File: config.mk
export PLATFORM = sky130hd
export DESIGN_NAME = tmr_pin_port
export DESIGN_NICKNAME = d
export VERILOG_FILES = /design/src/rtl/tpp_pkg.sv /design/src/rtl/tpp_regfile.sv /design/src/rtl/tpp_out_stage.sv /design/src/rtl/tpp_in_sampler.sv /design/src/rtl/tmr_pin_port.sv
export SDC_FILE = /design/constraint.sdc
export NUM_CORES = 1
export LEC_CHECK = 0
export ABC_CLOCK_PERIOD_IN_PS = 7900
export BUFFER_PORTS_ARGS = -buffer_cell sky130_fd_sc_hd__buf_2
export CAP_MARGIN = 5
export CORE_ASPECT_RATIO = 1.5
export CORE_MARGIN = 2
export CORE_UTILIZATION = 45
export DETAILED_ROUTE_END_ITERATION = 7
export PLACE_DENSITY = 0.66
export REMOVE_ABC_BUFFERS = 1
export SYNTH_ARGS = -nofsm -noshare
export SYNTH_HDL_FRONTEND = slang
export SYNTH_SLANG_ARGS = --single-unit
File: constraint.sdc
create_clock -name clk -period 7.9 [get_ports clk]
set_input_delay 1.185 -clock clk [delete_from_list [all_inputs] [get_ports clk]]
set_output_delay 1.185 -clock clk [all_outputs]
set_load 0.05 [all_outputs]
File: src/rtl/tpp_pkg.sv
package tpp_pkg;
  localparam int unsigned PIN_W  = 32;
  localparam int unsigned ADDR_W = 3;

  typedef enum logic [ADDR_W-1:0] {
    RA_DIR  = 3'd0,
    RA_DOUT = 3'd1,
    RA_DIN  = 3'd2,
    RA_SET  = 3'd3,
    RA_CLR  = 3'd4
  } reg_addr_e;
endpackage

File: src/rtl/tpp_regfile.sv
module tpp_regfile
  import tpp_pkg::*;
#(
  parameter int unsigned W = PIN_W
) (
  input  logic              clk,
  input  logic              rst_n,
  input  logic              wr_en,
  input  logic [ADDR_W-1:0] addr,
  input  logic [W-1:0]      wdata,
  input  logic [W-1:0]      eng_set,
  input  logic [W-1:0]      eng_clr,
  input  logic [W-1:0]      din_word,
  output logic [W-1:0]      rdata,
  output logic [W-1:0]      dir_word,
  output logic [W-1:0]      dout_word
);
  logic [W-1:0] dir_q, dir_d;
  logic [W-1:0] dout_q, dout_d, bus_dout;
  logic         dir_en, dout_en;
  logic         any_eng;

  assign any_eng = (|eng_set) || (|eng_clr);

  // bus update of data-out, before engine requests
  always_comb begin
    bus_dout = dout_q;
    dir_d    = dir_q;
    if (wr_en) begin
      case (addr)
        RA_DIR:  dir_d    = wdata;
        RA_DOUT: bus_dout = wdata;
        RA_SET:  bus_dout = dout_q | wdata;
        RA_CLR:  bus_dout = dout_q & ~wdata;
        default: ;
      endcase
    end
  end

  // engine merge per bit: clear beats set, both beat the bus
  for (genvar b = 0; b < W; b++) begin : g_merge
    always_comb begin
      if (eng_clr[b])      dout_d[b] = 1'b0;
      else if (eng_set[b]) dout_d[b] = 1'b1;
      else                 dout_d[b] = bus_dout[b];
    end
  end

  assign dir_en  = wr_en && (addr == RA_DIR);
  assign dout_en = any_eng ||
                   (wr_en && (addr == RA_DOUT || addr == RA_SET || addr == RA_CLR));

  always_ff @(posedge clk or negedge rst_n) begin
    if (!rst_n)      dir_q <= '0;
    else if (dir_en) dir_q <= dir_d;
  end

  always_ff @(posedge clk or negedge rst_n) begin
    if (!rst_n)       dout_q <= '0;
    else if (dout_en) dout_q <= dout_d;
  end

  always_comb begin
    case (addr)
      RA_DIR:                  rdata = dir_q;
      RA_DOUT, RA_SET, RA_CLR: rdata = dout_q;
      RA_DIN:                  rdata = din_word;
      default:                 rdata = '0;
    endcase
  end

  assign dir_word  = dir_q;
  assign dout_word = dout_q;

  assert_set_mask_R3: assert property (@(posedge clk) disable iff (!rst_n)
    (wr_en && addr == RA_SET && !any_eng) |=>
      (((dout_q & $past(wdata)) == $past(wdata)) &&
       ((dout_q & ~$past(wdata)) == ($past(dout_q) & ~$past(wdata)))));

  assert_clr_mask_R4: assert property (@(posedge clk) disable iff (!rst_n)
    (wr_en && addr == RA_CLR && !any_eng) |=>
      (((dout_q & $past(wdata)) == '0) &&
       ((dout_q & ~$past(wdata)) == ($past(dout_q) & ~$past(wdata)))));

  assert_eng_clr_wins_R5: assert property (@(posedge clk) disable iff (!rst_n)
    (|eng_clr) |=> ((dout_q & $past(eng_clr)) == '0));

  assert_eng_set_R5: assert property (@(posedge clk) disable iff (!rst_n)
    (|eng_set) |=> ((dout_q & ($past(eng_set) & ~$past(eng_clr))) ==
                    ($past(eng_set) & ~$past(eng_clr))));

  assert_dir_hold_R9: assert property (@(posedge clk) disable iff (!rst_n)
    !(wr_en && addr == RA_DIR) |=> $stable(dir_q));
endmodule

File: src/rtl/tpp_out_stage.sv
module tpp_out_stage
  import tpp_pkg::*;
#(
  parameter int unsigned W = PIN_W
) (
  input  logic         clk,
  input  logic         rst_n,
  input  logic         lr_strobe,
  input  logic [W-1:0] dout_word,
  input  logic [W-1:0] dir_word,
  output logic [W-1:0] pad_o,
  output logic [W-1:0] pad_oe
);
  logic [W-1:0] pin_q, oe_q;
  logic [W-1:0] pin_d, oe_d;

  for (genvar b = 0; b < W; b++) begin : g_pin
    always_comb begin
      pin_d[b] = dout_word[b] & dir_word[b];
      oe_d[b]  = dir_word[b];
    end

    always_ff @(posedge clk or negedge rst_n) begin
      if (!rst_n) begin
        pin_q[b] <= 1'b0;
        oe_q[b]  <= 1'b0;
      end else if (lr_strobe) begin
        pin_q[b] <= pin_d[b];
        oe_q[b]  <= oe_d[b];
      end
    end
  end

  assign pad_o  = pin_q;
  assign pad_oe = oe_q;

  assert_pads_hold_R6: assert property (@(posedge clk) disable iff (!rst_n)
    !lr_strobe |=> ($stable(pad_o) && $stable(pad_oe)));

  assert_pads_take_R6: assert property (@(posedge clk) disable iff (!rst_n)
    lr_strobe |=> (pad_oe == $past(dir_word) &&
                   pad_o == ($past(dout_word) & $past(dir_word))));

  assert_gated_R6: assert property (@(posedge clk) disable iff (!rst_n)
    ((pad_o & ~pad_oe) == '0));
endmodule

File: src/rtl/tpp_in_sampler.sv
module tpp_in_sampler
  import tpp_pkg::*;
#(
  parameter int unsigned W      = PIN_W,
  parameter int unsigned STAGES = 2
) (
  input  logic         clk,
  input  logic         rst_n,
  input  logic         lr_strobe,
  input  logic [W-1:0] pad_i,
  output logic [W-1:0] din_word
);
  localparam int unsigned LAST = STAGES - 1;

  logic [W-1:0] sync_q [STAGES];
  logic [W-1:0] din_q;

  for (genvar s = 0; s < STAGES; s++) begin : g_sync
    logic [W-1:0] stage_d;
    if (s == 0) begin : g_first
      assign stage_d = pad_i;
    end else begin : g_next
      assign stage_d = sync_q[s-1];
    end
    always_ff @(posedge clk or negedge rst_n) begin
      if (!rst_n) sync_q[s] <= '0;
      else        sync_q[s] <= stage_d;
    end
  end

  always_ff @(posedge clk or negedge rst_n) begin
    if (!rst_n)         din_q <= '0;
    else if (lr_strobe) din_q <= sync_q[LAST];
  end

  assign din_word = din_q;

  assert_din_hold_R7: assert property (@(posedge clk) disable iff (!rst_n)
    !lr_strobe |=> $stable(din_q));

  assert_din_take_R7: assert property (@(posedge clk) disable iff (!rst_n)
    lr_strobe |=> (din_q == $past(sync_q[LAST])));
endmodule

File: src/rtl/tmr_pin_port.sv
module tmr_pin_port
  import tpp_pkg::*;
(
  input  logic              clk,
  input  logic              rst_n,
  input  logic              bus_wr,
  input  logic [ADDR_W-1:0] bus_addr,
  input  logic [PIN_W-1:0]  bus_wdata,
  output logic [PIN_W-1:0]  bus_rdata,
  input  logic [PIN_W-1:0]  eng_set,
  input  logic [PIN_W-1:0]  eng_clr,
  input  logic              lr_strobe,
  input  logic [PIN_W-1:0]  pad_i,
  output logic [PIN_W-1:0]  pad_o,
  output logic [PIN_W-1:0]  pad_oe
);
  localparam int unsigned RST_STAGES = 2;

  logic [RST_STAGES-1:0] rst_pipe_q;
  logic                  rst_int_n;
  logic [PIN_W-1:0]      dir_word, dout_word, din_word;

  // asynchronous assert, synchronous release
  always_ff @(posedge clk or negedge rst_n) begin
    if (!rst_n) rst_pipe_q <= '0;
    else        rst_pipe_q <= {rst_pipe_q[RST_STAGES-2:0], 1'b1};
  end
  assign rst_int_n = rst_pipe_q[RST_STAGES-1];

  tpp_regfile #(.W(PIN_W)) u_regs (
    .clk       (clk),
    .rst_n     (rst_int_n),
    .wr_en     (bus_wr),
    .addr      (bus_addr),
    .wdata     (bus_wdata),
    .eng_set   (eng_set),
    .eng_clr   (eng_clr),
    .din_word  (din_word),
    .rdata     (bus_rdata),
    .dir_word  (dir_word),
    .dout_word (dout_word)
  );

  tpp_out_stage #(.W(PIN_W)) u_out (
    .clk       (clk),
    .rst_n     (rst_int_n),
    .lr_strobe (lr_strobe),
    .dout_word (dout_word),
    .dir_word  (dir_word),
    .pad_o     (pad_o),
    .pad_oe    (pad_oe)
  );

  tpp_in_sampler #(.W(PIN_W), .STAGES(2)) u_in (
    .clk       (clk),
    .rst_n     (rst_int_n),
    .lr_strobe (lr_strobe),
    .pad_i     (pad_i),
    .din_word  (din_word)
  );

  assert_reset_quiet_R1: assert property (@(posedge clk)
    !rst_int_n |=> (pad_o == '0 && pad_oe == '0) || !rst_int_n);
endmodule

=== Word-level counts from Yosys, hierarchy flattened ===
Cells that the tools add are included.

* Eq/ne operators: 4
* Reduce and logical (&&, ||, !) cells: 107
* Mux-type cells: 67
* Bitwise logic cells: 35

{| class="wikitable"
|+ Operator list
! cell !! number
|-
| $pmux 32 s3 || 2
|-
| $reduce_bool 5->1 || 32
|-
| $reduce_and 3->1 || 33
|-
| $reduce_bool 3->1 || 32
|-
| $mux 1 || 64
|-
| $reduce_or 32->1 || 2
|-
| $and 1x1->1 || 32
|-
| $and 32x32->32 || 1
|-
| $mux 32 || 1
|-
| $not 32->32 || 1
|-
| $or 32x32->32 || 1
|-
| $eq 3x2->1 const B || 2
|-
| $logic_or 1x1->1 || 4
|-
| $eq 3x1->1 const B || 1
|-
| $eq 3x3->1 const B || 1
|-
| $logic_not 3->1 || 1
|-
| $reduce_or 3->1 || 1
|-
| $logic_and 1x1->1 || 2
|}

* Word-level logic and storage cells: 314
* Bits of input ports: 135
* Register bits: 226
* Output and inout port bits: 96

=== Logic depth before layout (Yosys ltp) ===
* Depth after elaboration: 6
* Mapped depth: 6
* Depth with buffers taken out: 3

=== By module ===
Synthesis repeated with hierarchy kept, for this count alone.

* Cells, all modules: 836
* Area total of the unflattened synthesis: 10,273.6 um^2

{| class="wikitable"
|+ By module, submodules not included
! module !! sequential area each (um^2) !! area each (um^2) !! instances !! cells an instance
|-
| tpp_regfile || 1,601.5 || 4,389.2 || 1 || 498
|-
| tpp_in_sampler || 2,402.3 || 2,946.6 || 1 || 132
|-
| tpp_out_stage || 1,601.5 || 2,884.0 || 1 || 203
|-
| tmr_pin_port || 50.0 || 53.8 || 1 || 3
|}

=== Worst setup path before layout ===
Ideal clock, no wire load.

* Path kind: input-to-output
* Start: in bus_addr[1]
* End: out bus_rdata[10]
* Buffers on the path: 3
* Data required time: 6.715 ns
* Stages: 6
* Data arrival time: 3.004 ns
* Path slack: 3.711 ns
* Cell sequence: buf_2 > nor2b_1 > clkbuf_1 > buf_2 > a2bb2oi_1 > o21ai_0

* Cells in the longest elaborated chain, start to end: 3
* Elaborated cells on any way between the ends: 7
* Classes of those cells: 4 x eq/ne; 1 x mux; 2 x reduce/logical

{| class="wikitable"
|+ RTL lines
! item !! RTL line !! source
|-
| start, declared || tmr_pin_port.sv:7 || <nowiki>input logic [ADDR_W-1:0] bus_addr,</nowiki>
|-
| $eq 3x3->1, or another cell as far along || tpp_regfile.sv:64 || <nowiki>case (addr)</nowiki>
|-
| $reduce_or 3->1 || tpp_regfile.sv:64 ||
|-
| $pmux 32 s3 * || tpp_regfile.sv:64 ||
|-
| end, declared || tmr_pin_port.sv:9 || <nowiki>output logic [PIN_W-1:0] bus_rdata,</nowiki>
|}

Every way passes the cells marked *; elsewhere a longest branch is shown, timed or not.

=== Final worst setup path ===
* Start: in bus_addr[2]
* End: out bus_rdata[24]

The elaborated chain is that of the path after synthesis.

==> metrics.md <==
| Metric | Value |
|---|---|
| Status | complete, no violations |
| Worst R2R Start | rst_pipe_q[1] |
| Post-CTS sizing | 0 |
| Fin Setup TNS | 0 ps |
| Clock sinks | 226 |
| Post-Syn Area per Cell | 11.6 um2 |
| Final ANT Viol Nets | 0 |
| Final period utilization | 59.0% |
| Vias in the first global route | 7220 |
| R2r worst-path depth | 1 |
| Fin nets | 1174 |
| Count of state elements after synthesis | 226 |
| Syn. warnings | 0 |
| Largest net degree at the start of global routing | 83 |
| Die Span Y | 184 um |
| Slew HR | 32.1% |
| TritonCTS Buffers | 23 |
| Cell taking the most area after synthesis | dfrtp_1 |
| Static leakage | 5.68 nW |
| Vias per inst | 5.44 |
| Core ar. | 0.0211 mm2 |
| Post-CTS Setup Inserts | 0 |
| Final Critical Period | 4660 ps |
| Critical Setup Path Class | input pin to output pin |
| Drt wl/cell | 18.6 um |
| Data required, critical path | 6710 ps |
| Area grow syn2layout | 21.6% |
| Synthesized area | 0.00969 mm2 |
| Count of cell types in the netlist | 29 |
| Worst Hold Class | register to async pin |
| Post-layout util | 55.9% |
| Vias after detailed routing | 7186 |
| Hold Fails Final Rpt | 0 |
| GRT Overall Usage | 21.6% |
| Worst EP arrival | 3480 ps |
| Crit Path Max Fanout | 74 |
| Full die area | 0.0227 mm2 |
| Skew final | 13.2 ps |
| CTS tree | done |
| Layout cells sized above 1 | 35.8% |
| Final setup fails | 0 |
| Gr ovfl total | 0 |
| RSZ-0062 raised after global routing | false |
| IO buf count | 230 |
| Fmax | 214 MHz |
| # rows | 65 |
| Synth Instances | 835 |
| Iter 0 DRT Violations | 377 |
| Power Dens Cells | 276 mW/mm2 |
| R2r setup slk | 6260 ps |
| Worst-Margin Slew | 1020 ps |
| CP endpoint kind | output pin |
| DRC Markers | 0 |
| Post-CTS Hold Fix Bufs | 0 |
| DRT Wirelength | 24.5 mm |
| Starting Density | 46.0% |
| CTS root buf | clkbuf_16 |
| H-tree depth | 1 |
| Final Wtd Congestion | 0.840 |
| Post-synth top area share | 58.4% |
| Clock Path Buffers | 3 |
| Chip width | 124 um |
| HPWL after DPL | 15.5 mm |
| Worst-Skew Late Latency | 510 ps |
| Max-Cap Viols | 0 |
| Clk slew on worst S/H paths | 60 ps |
| Pre-antenna DRT Iters | 6 |
| Maximum VDD drop | 159 uV |
| CP Launch Type | input pin |
| Max Slew Vio Count | 0 |
| Initial antenna violation count | 4 |
| Global-route wire length before repair | 38.1 mm |
| Main area contributors after synthesis | dfrtp_1 (58%), mux2_2 (11%), o21ai_0 (6.4%) |
| I/O pins | 231 |
| Crit Reg-Reg Endpoint | u_in.sync_q[26] |
| Seq/Total Area, Yosys | 58.4% |
flip-flops by register name (all words and copies together) (netlist names):
register / count
rst_pipe_q: 2
u_in.sync_q: 32
u_out.pad_o: 32
u_regs.dout_word: 32
u_in.g_sync.stage_d: 32
u_out.pad_oe: 32
u_regs.dir_word: 32
u_in.din_word: 32
cell usage in the layout (no fill, tap or decap), types with 2 or more instances in the layout:
cell type,count
mux2_2,96
and3b_1,30
buf_4,12
dfrtp_1,225
diode_2,4
clkbuf_8,5
nand2_1,32
nand3_1,32
buf_2,227
o21ai_0,124
mux2i_1,33
and2_1,30
a21oi_1,31
inv_1,62
nor2b_4,2
bufinv_16,4
a2bb2oi_1,32
a31oi_1,31
clkbuf_1,2
clkbuf_16,23
clkinv_2,2
cells in the mapped netlist:
library cell	n
xnor2_1	1
conb_1	1
a31oi_1	31
inv_1	62
nand2b_1	2
and2_1	30
nor2b_1	3
a211oi_1	1
a21oi_1	31
clkbuf_1	33
and3b_1	30
or3b_2	1
nor3b_2	1
mux2_2	96
mux2i_1	33
nor3b_4	1
a311oi_1	1
and2b_1	1
buf_2	22
nand2_1	32
nand3_1	32
o21ai_0	124
o22ai_1	1
buf_4	2
buf_6	3
dfrtp_1	226
nand3b_1	1
a2bb2oi_1	32
nor3_1	1
critical path, cell delays in order:
cell and delay [ps]:
buf_4 600, buf_4 620, mux2i_1 160, a2bb2oi_1 150, o21ai_0 340, buf_2 340
worst max-delay path by stage:
stage / from / end / slack (ps) / cells past startpoint
after floorplan: rst_pipe_q[1] / u_in.din_word[0] / 1140 / 0
after global placement: bus_addr[1] / bus_rdata[24] / 3200 / 6
after detailed placement: bus_addr[2] / bus_rdata[24] / 3190 / 6
after CTS: bus_addr[1] / bus_rdata[24] / 3190 / 6
after global routing: bus_addr[2] / bus_rdata[24] / 3100 / 6
final: bus_addr[2] / bus_rdata[24] / 3240 / 6
cells by family after synthesis:
| family | Yosys count | share of synthesized area, % |
|---|---|---|
| xor gates and xnor gates | 1 | 0.0904 |
| and+or+nand+nor | 135 | 8.48 |
| buffers and inverters | 122 | 5.32 |
| AOI/OAI and AO/OA | 221 | 13.1 |
| DFF | 226 | 58.4 |
| muxes | 129 | 14.6 |
| other | 1 | 0.0387 |
metal layers:
metal / track usage (%) / vias up / routed length [um]
met5: 0 / - / 0
met4: 8.55 / 0 / 833
met3: 3.47 / 56 / 1240
met2: 37.6 / 221 / 12800
met1: 26.5 / 3594 / 9680
li1: - / 3315 / -
where the power goes:
group	switching (mW)	total, mW	leakage (nW)	internal [mW]
logic	0.476	0.703	2.56	0.227
clock network	0.440	1.14	0.386	0.704
registers	0.106	1.41	2.74	1.30
total	1.02	3.26	5.68	2.24
metrics by stage:
step / std cells / worst slack (ps) / area (um2) / power, mW / hold slack (ps)
detailed placement: 1282 / 3190 / 11000 / 2.14 / 318
finish: 1322 / 3240 / 11800 / 3.26 / 294
CTS: 1318 / 3190 / 11800 / 3.29 / 326
global placement: 1282 / 3200 / 11000 / 2.13 / 316
floorplan: 775 / 1140 / 9410 / 1.91 / 331
global route: 1322 / 3100 / 11800 / 3.40 / 352
cell type report:
cell class,count,area [um2]
antenna,4,10.0
sequential,226,5660
inverter,62,233
multi-input combinational,487,3540
fill,1852,9280
tap,268,335
timing repair buffer,239,1230
clock inverter,6,130
clock buffer,30,652
(Power assumes the default switching activity.)
